===== config.mk =====
export PLATFORM = sky130hd
export DESIGN_NAME = pass_input_conditioner
export DESIGN_NICKNAME = d
export VERILOG_FILES = /design/src/rtl/pic_pkg.sv /design/src/rtl/pic_pass_ctrl.sv /design/src/rtl/pic_lane.sv /design/src/rtl/pass_input_conditioner.sv
export SDC_FILE = /design/constraint.sdc
export NUM_CORES = 1
export LEC_CHECK = 0
export ABC_CLOCK_PERIOD_IN_PS = 5300
export BUFFER_PORTS_ARGS = -buffer_cell sky130_fd_sc_hd__clkbuf_2
export CAP_MARGIN = 5
export CELL_PAD_IN_SITES_DETAIL_PLACEMENT = 1
export CELL_PAD_IN_SITES_GLOBAL_PLACEMENT = 1
export CORE_MARGIN = 2
export CORE_UTILIZATION = 40
export CTS_BUF_LIST = sky130_fd_sc_hd__clkbuf_4 sky130_fd_sc_hd__clkbuf_8 sky130_fd_sc_hd__clkbuf_16
export DETAILED_ROUTE_END_ITERATION = 12
export PLACE_DENSITY_LB_ADDON = 0.1
export SKIP_CTS_REPAIR_TIMING = 1
export SLEW_MARGIN = 10
export SYNTH_ARGS = -nofsm -noshare
export SYNTH_HDL_FRONTEND = slang
export SYNTH_HIERARCHICAL = 1
export SYNTH_SLANG_ARGS = --single-unit

===== constraint.sdc =====
create_clock -name clk -period 5.3 [get_ports clk]
set_clock_uncertainty 0.15 [all_clocks]
set_input_delay 1.06 -clock clk [delete_from_list [all_inputs] [get_ports clk]]
set_output_delay 1.06 -clock clk [all_outputs]
set_load 0.05 [all_outputs]

===== src/rtl/pic_pkg.sv =====
package pic_pkg;

   // Per-sample control bundle handed from the pass control to the lanes.
   typedef struct packed {
      logic take;   // sample accepted this cycle
      logic zin;    // replace input with zero
      logic zout;   // force output to zero
   } pic_ctl_t;

   // Number of bits needed to hold values 0..n.
   function automatic int unsigned cnt_bits(input int unsigned n);
      int unsigned b;
      b = 1;
      while ((32'd1 << b) <= n) b++;
      return b;
   endfunction

endpackage


===== src/rtl/pic_pass_ctrl.sv =====
module pic_pass_ctrl #(
   parameter int REQ_W     = 5,
   parameter int MAX_SHIFT = 16,
   parameter int SH_W      = 5
) (
   input  logic             clk,
   input  logic             rst_n,
   input  logic             pass_start,
   input  logic             pass_stop,
   input  logic [REQ_W-1:0] shift_req,
   output logic             accept,
   output logic [SH_W-1:0]  shift_eff
);

   logic [SH_W-1:0] req_clamped;
   logic [SH_W-1:0] shift_q;
   logic            in_pass_q;

   // Clamp only when the request field can express values above the limit.
   generate
      if ((2 ** REQ_W) - 1 > MAX_SHIFT) begin : g_clamp
         always_comb begin
            if (32'(shift_req) > 32'(MAX_SHIFT))
               req_clamped = SH_W'(MAX_SHIFT);
            else
               req_clamped = SH_W'(shift_req);
         end
      end else begin : g_direct
         always_comb req_clamped = SH_W'(shift_req);
      end
   endgenerate

   // The opening sample already uses the freshly requested amount.
   assign shift_eff = pass_start ? req_clamped : shift_q;
   assign accept    = pass_start | in_pass_q;

   always_ff @(posedge clk or negedge rst_n) begin
      if (!rst_n) begin
         shift_q   <= '0;
         in_pass_q <= 1'b0;
      end else begin
         if (pass_start) shift_q <= req_clamped;
         if (pass_start)      in_pass_q <= ~pass_stop;
         else if (pass_stop)  in_pass_q <= 1'b0;
      end
   end

   // without a start the captured amount never moves
   a_r6_shift_held: assert property (@(posedge clk) disable iff (!rst_n)
      !pass_start |=> $stable(shift_q));

   // the captured amount stays within the shifter's reach
   a_r7_shift_limit: assert property (@(posedge clk) disable iff (!rst_n)
      32'(shift_q) <= 32'(MAX_SHIFT));

   // a stop without a new start closes the window
   a_r8_stop_closes: assert property (@(posedge clk) disable iff (!rst_n)
      (pass_stop && !pass_start) |=> !in_pass_q);

endmodule


===== src/rtl/pic_lane.sv =====
module pic_lane #(
   parameter int IN_W     = 24,
   parameter int OUT_W    = 24,
   parameter int SH_W     = 5,
   parameter bit SATURATE = 1'b1
) (
   input  logic                    clk,
   input  logic                    rst_n,
   input  pic_pkg::pic_ctl_t       ctl,
   input  logic [SH_W-1:0]         shift,
   input  logic signed [IN_W-1:0]  din,
   output logic signed [OUT_W-1:0] dout
);

   localparam int EXT_W = IN_W - OUT_W + 2;

   logic signed [IN_W-1:0]  x;
   logic signed [IN_W-1:0]  pre;
   logic signed [IN_W-1:0]  kept;
   logic                    rbit;
   logic signed [IN_W:0]    sum;
   logic signed [OUT_W-1:0] res;

   // Shift by s-1 first: the LSB left there is the rounding bit.
   always_comb begin
      x = ctl.zin ? '0 : din;
      if (shift == '0) begin
         pre  = x;
         kept = x;
         rbit = 1'b0;
      end else begin
         pre  = x >>> (shift - 1'b1);
         kept = pre >>> 1;
         rbit = pre[0];
      end
      sum = $signed({kept[IN_W-1], kept}) + $signed({{IN_W{1'b0}}, rbit});
   end

   generate
      if (SATURATE) begin : g_sat
         localparam logic signed [IN_W:0] HI_LIM = {{EXT_W{1'b0}}, {(OUT_W-1){1'b1}}};
         localparam logic signed [IN_W:0] LO_LIM = {{EXT_W{1'b1}}, {(OUT_W-1){1'b0}}};
         always_comb begin
            if (sum > HI_LIM)      res = HI_LIM[OUT_W-1:0];
            else if (sum < LO_LIM) res = LO_LIM[OUT_W-1:0];
            else                   res = sum[OUT_W-1:0];
         end
      end else begin : g_wrap
         always_comb res = sum[OUT_W-1:0];
      end
   endgenerate

   always_ff @(posedge clk or negedge rst_n) begin
      if (!rst_n)        dout <= '0;
      else if (ctl.take) dout <= ctl.zout ? '0 : res;
   end

   // a zero-filled sample rounds to zero at any shift
   a_r3_zero_fill: assert property (@(posedge clk) disable iff (!rst_n)
      (ctl.take && ctl.zin) |=> (dout == '0));

   // zero padding wins over any input
   a_r4_zero_pad: assert property (@(posedge clk) disable iff (!rst_n)
      (ctl.take && ctl.zout) |=> (dout == '0));

   // a non-negative input never comes out negative
   a_r5_no_wrap: assert property (@(posedge clk) disable iff (!rst_n)
      (ctl.take && !ctl.zin && !din[IN_W-1]) |=> !dout[OUT_W-1]);

endmodule


===== src/rtl/pass_input_conditioner.sv =====
module pass_input_conditioner #(
   parameter int IN_W      = 24,
   parameter int OUT_W     = 24,
   parameter int MAX_SHIFT = 16,
   parameter int REQ_W     = 5,
   parameter bit SATURATE  = 1'b1
) (
   input  logic             clk,
   input  logic             rst_n,
   input  logic             pass_start,
   input  logic             pass_stop,
   input  logic [REQ_W-1:0] shift_req,
   input  logic             in_valid,
   input  logic             zero_in,
   input  logic             zero_out,
   input  logic [IN_W-1:0]  in_re,
   input  logic [IN_W-1:0]  in_im,
   output logic             out_valid,
   output logic [OUT_W-1:0] out_re,
   output logic [OUT_W-1:0] out_im
);

   import pic_pkg::*;

   localparam int SH_W   = int'(cnt_bits(MAX_SHIFT));
   localparam int NLANES = 2;

   generate
      if (OUT_W > IN_W) begin : g_bad_width
         $error("output wider than input is not supported");
      end
      if (MAX_SHIFT >= IN_W) begin : g_bad_shift
         $error("shift limit must be below the input width");
      end
      if ((2 ** REQ_W) - 1 < MAX_SHIFT) begin : g_bad_req
         $error("request field cannot reach the shift limit");
      end
   endgenerate

   logic            accept;
   logic [SH_W-1:0] shift_eff;
   pic_ctl_t        ctl;

   logic signed [IN_W-1:0]  lane_in  [NLANES];
   logic signed [OUT_W-1:0] lane_out [NLANES];

   pic_pass_ctrl #(
      .REQ_W    (REQ_W),
      .MAX_SHIFT(MAX_SHIFT),
      .SH_W     (SH_W)
   ) u_ctrl (
      .clk       (clk),
      .rst_n     (rst_n),
      .pass_start(pass_start),
      .pass_stop (pass_stop),
      .shift_req (shift_req),
      .accept    (accept),
      .shift_eff (shift_eff)
   );

   always_comb begin
      ctl.take = accept & in_valid;
      ctl.zin  = zero_in;
      ctl.zout = zero_out;
   end

   assign lane_in[0] = $signed(in_re);
   assign lane_in[1] = $signed(in_im);

   generate
      for (genvar g = 0; g < NLANES; g++) begin : g_lane
         pic_lane #(
            .IN_W    (IN_W),
            .OUT_W   (OUT_W),
            .SH_W    (SH_W),
            .SATURATE(SATURATE)
         ) u_lane (
            .clk  (clk),
            .rst_n(rst_n),
            .ctl  (ctl),
            .shift(shift_eff),
            .din  (lane_in[g]),
            .dout (lane_out[g])
         );
      end
   endgenerate

   assign out_re = lane_out[0];
   assign out_im = lane_out[1];

   always_ff @(posedge clk or negedge rst_n) begin
      if (!rst_n) out_valid <= 1'b0;
      else        out_valid <= accept & in_valid;
   end

   // every output strobe answers an input strobe one edge earlier
   a_r1_valid_latency: assert property (@(posedge clk) disable iff (!rst_n)
      out_valid |-> $past(in_valid));

   // no output for a sample outside the pass window
   a_r8_outside_pass: assert property (@(posedge clk) disable iff (!rst_n)
      (in_valid && !pass_start && !accept) |=> !out_valid);

   // identical inputs give identical outputs on both lanes
   a_r9_lanes_match: assert property (@(posedge clk) disable iff (!rst_n)
      (accept && in_valid && in_re == in_im) |=> (out_re == out_im));

endmodule


==> out/summary.txt <==
=================================================================================
Result of the run                                                    complete, but fails checks
Violated checks                                                               DRC
Ys async rst share                                                           100%
Dominant cells by area after synthesis                               sky130_fd_sc_hd__dfrtp_1, sky130_fd_sc_hd__mux2i_1, sky130_fd_sc_hd__nand2_1, sky130_fd_sc_hd__a21oi_1, sky130_fd_sc_hd__o221ai_1
Post-route ant nets                                                             0
Number of enable flip-flop cells after synthesis                                0
Average via count per standard cell                                          6.00
Worst VDD drop                                                             176 uV
Instance area after placement                                            9270 um2
Post-Syn Area per Cell                                                   8.18 um2
Critical path class                                                        in2reg
CTS clock-pin slew for the worst setup and hold paths                     0.07 ns
Number of antenna violations at the first check in global routing               0
Aggregate negative setup slack                                               0 ns
Classification of the worst-slack hold path                               reg2reg
GRT Overall Usage                                                           29.1%
Via count of the first global-routing pass                                   8485
Antenna diode count                                                             0
Buffers added on ports                                                        108
Beginning of the critical path                                         pass_start
Worst endpoint data arrival time                                          5.02 ns
Netlist area before placement                                            7410 um2
Worst hold start                                                     g_lane[0].u_lane/dout[10]$_DFFE_PN0P_
Number of failing setup endpoints in the final timing report                    0
Core outline area                                                       18100 um2
Most used standard cells in the synthesized netlist                  sky130_fd_sc_hd__nand2_1, sky130_fd_sc_hd__mux2i_1, sky130_fd_sc_hd__a21oi_1
Total via count after detailed routing                                       8106
Residual DRC                                                                    8
Gr ovfl total                                                                   0
Primary flip-flop cell chosen by synthesis mapping                   sky130_fd_sc_hd__dfrtp_1
Leakage component of the power                                            4.11 nW
Area growth syn-to-layout                                                   27.3%
HPWL after DPL                                                            23.1 mm
Global-route wire length before repair                                    45.9 mm
Clock latency of the later-clocked register in the worst-skew pair        0.30 ns
Final Wtd Congestion                                                        0.952
Number of clock sinks                                                          55
First-pass iteration count of the detailed router                              11
Maximum number of pins on one net before global-route repair                   56
Post-synthesis sequential area ratio                                        18.6%
Cell count after synthesis                                                    906
Crit end category                                                       flip-flop
Max-cap viol count                                                              0
Time the final worst path needs with I/O delays and setup                 5.00 ns
Period utilization                                                          94.4%
CTS H-tree lvls                                                                 2
Cell accounting for the most synthesized area                        sky130_fd_sc_hd__dfrtp_1
Transition at the pin with the smallest max-transition slack             0.806 ns
Clock buffers created by TritonCTS                                              5
Post-route cell area                                                     9440 um2
Unrepaired setup endpoints after global routing                                no
Worst relative slew slack                                                   45.9%
Hold violation count in the final report                                        0
Most common cell in the netlist                                      sky130_fd_sc_hd__nand2_1
Buffers from clock root to sink, at most                                        2
Chip Width                                                                 140 um
Fmax achieved                                                             200 MHz
Max FO, Critical Path                                                           7
Number of synthesized register bits                                            55
Top Ports                                                                     109
Required time at the endpoint of the critical path                        5.31 ns
Fraction of synthesized cell area taken by the top area cell type           18.6%
Floorplan die area                                                      19600 um2
Routed len/inst                                                           21.2 um
Starting DRT DRC Count                                                        438
Start of the worst register-to-register path                         u_ctrl/shift_q[1]$_DFF_PN0_
Synthesis warning total                                                         6
Synthesized netlist net count                                                 972
Post-synthesis cell type count                                                 99
Starting density of the core                                                41.0%
Floorplan die height                                                       140 um
Detailed Route WL                                                         28.7 mm
Post-layout nets                                                             1188
Pins Over Slew Limit                                                            0
Proportion of layout cells with a drive suffix above 1                      33.5%
Clock root buffer                                                    sky130_fd_sc_hd__clkbuf_16
Power density over the cells                                           295 nW/um2
Kind of launch point of the worst setup path                         primary input
Row count                                                                      49
Clock tree from TritonCTS                                                   built
=================================================================================
[metrics by stage]
step	hold WS, ns	utilization, %	worst slack [ns]	total power, W	cells
floorplan	0.365	-	0.00943	0.00173	906
global placement	0.355	51.2	0.138	0.00238	1343
detailed placement	0.362	51.2	0.0103	0.00240	1343
CTS	0.384	52.1	0.300	0.00279	1350
global route	0.409	52.2	0.0511	0.00295	1351
finish	0.375	52.2	0.298	0.00279	1351
[cell usage in the layout (no fill, tap or decap), drive strengths merged, types with 31 or more instances in the layout]
master / n
mux2i: 66
nand2: 86
dfrtp: 55
buf: 169
nand3: 37
a21oi: 66
o21ai: 31
nor2: 56
o221ai: 47
clkbuf: 113
inv: 57
[area by class of cell]
type	instances	area, um2
fillers	2237	8650
multi-input cells	725	5510
repair buffers	277	1880
flip-flops and latches	55	1380
well taps	229	287
inverters	58	223
clock buffers	5	125
clock inverters	2	37.5
[flip-flops by register name, summed over array words and instances (netlist names)]
signal / cells
g_lane.u_lane/dout: 48
u_ctrl/in_pass_q: 1
out_valid: 1
u_ctrl/shift_q: 5
[cell families after synthesis]
| kind of cell | Yosys count | synth area share (%) |
|---|---|---|
| mux | 82 | 12.9 |
| simple gates | 301 | 22.4 |
| buf+inv | 126 | 8.44 |
| flops | 55 | 18.6 |
| compound gates | 287 | 30.5 |
| fa+ha+maj | 6 | 1.01 |
| xor+xnor | 49 | 6.25 |
[critical path, stage by stage]
cell                       delay, ns
sky130_fd_sc_hd__clkbuf_2       0.13
sky130_fd_sc_hd__inv_1          0.17
sky130_fd_sc_hd__a22o_1         0.29
sky130_fd_sc_hd__inv_1          0.13
sky130_fd_sc_hd__ha_4           0.21
sky130_fd_sc_hd__buf_12         0.13
sky130_fd_sc_hd__xor2_4         0.30
sky130_fd_sc_hd__mux2i_1        0.30
sky130_fd_sc_hd__a32oi_1        0.14
sky130_fd_sc_hd__a22oi_1        0.30
sky130_fd_sc_hd__o211a_1        0.21
sky130_fd_sc_hd__ha_2           0.18
sky130_fd_sc_hd__ha_1           0.17
sky130_fd_sc_hd__inv_1          0.07
sky130_fd_sc_hd__nor4_2         0.39
sky130_fd_sc_hd__nand3_1        0.16
sky130_fd_sc_hd__or3_1          0.34
sky130_fd_sc_hd__xnor2_1        0.18
sky130_fd_sc_hd__o221ai_1       0.12
[power breakdown]
part / switching (W) / total, W / internal [W]
sequential: 0.0000428 / 0.000536 / 0.000493
clock: 0.000155 / 0.000376 / 0.000221
combinational: 0.00115 / 0.00188 / 0.000722
[layer usage]
| layer | global-route usage [%] | routed length (um) | share of wire (%) | vias to the layer above |
|---|---|---|---|---|
| met4 | 10.6 | 1180 | 4.1 | 0 |
| met2 | 53.9 | 14700 | 51 | 201 |
| met5 | 0 | 0 | 0 | - |
| li1 | - | - | - | 3848 |
| met1 | 35.2 | 11900 | 42 | 3993 |
| met3 | 2.39 | 820 | 2.9 | 64 |
[path summary, 6_finish.rpt]
kind                                                              end  depth (start not counted)  slack [ns]
worst max register to register  g_lane[1].u_lane/dout[14]$_DFFE_PN0P_                         17        0.99
worst max-delay path            g_lane[1].u_lane/dout[14]$_DFFE_PN0P_                         19        0.30
worst min register to register  g_lane[0].u_lane/dout[10]$_DFFE_PN0P_                          2        0.38
max in group asynchronous       g_lane[1].u_lane/dout[19]$_DFFE_PN0P_                          2        3.79
min in group asynchronous        g_lane[0].u_lane/dout[7]$_DFFE_PN0P_                          2        0.74
worst min-delay path            g_lane[0].u_lane/dout[10]$_DFFE_PN0P_                          2        0.38
(Power assumes the default switching activity.)
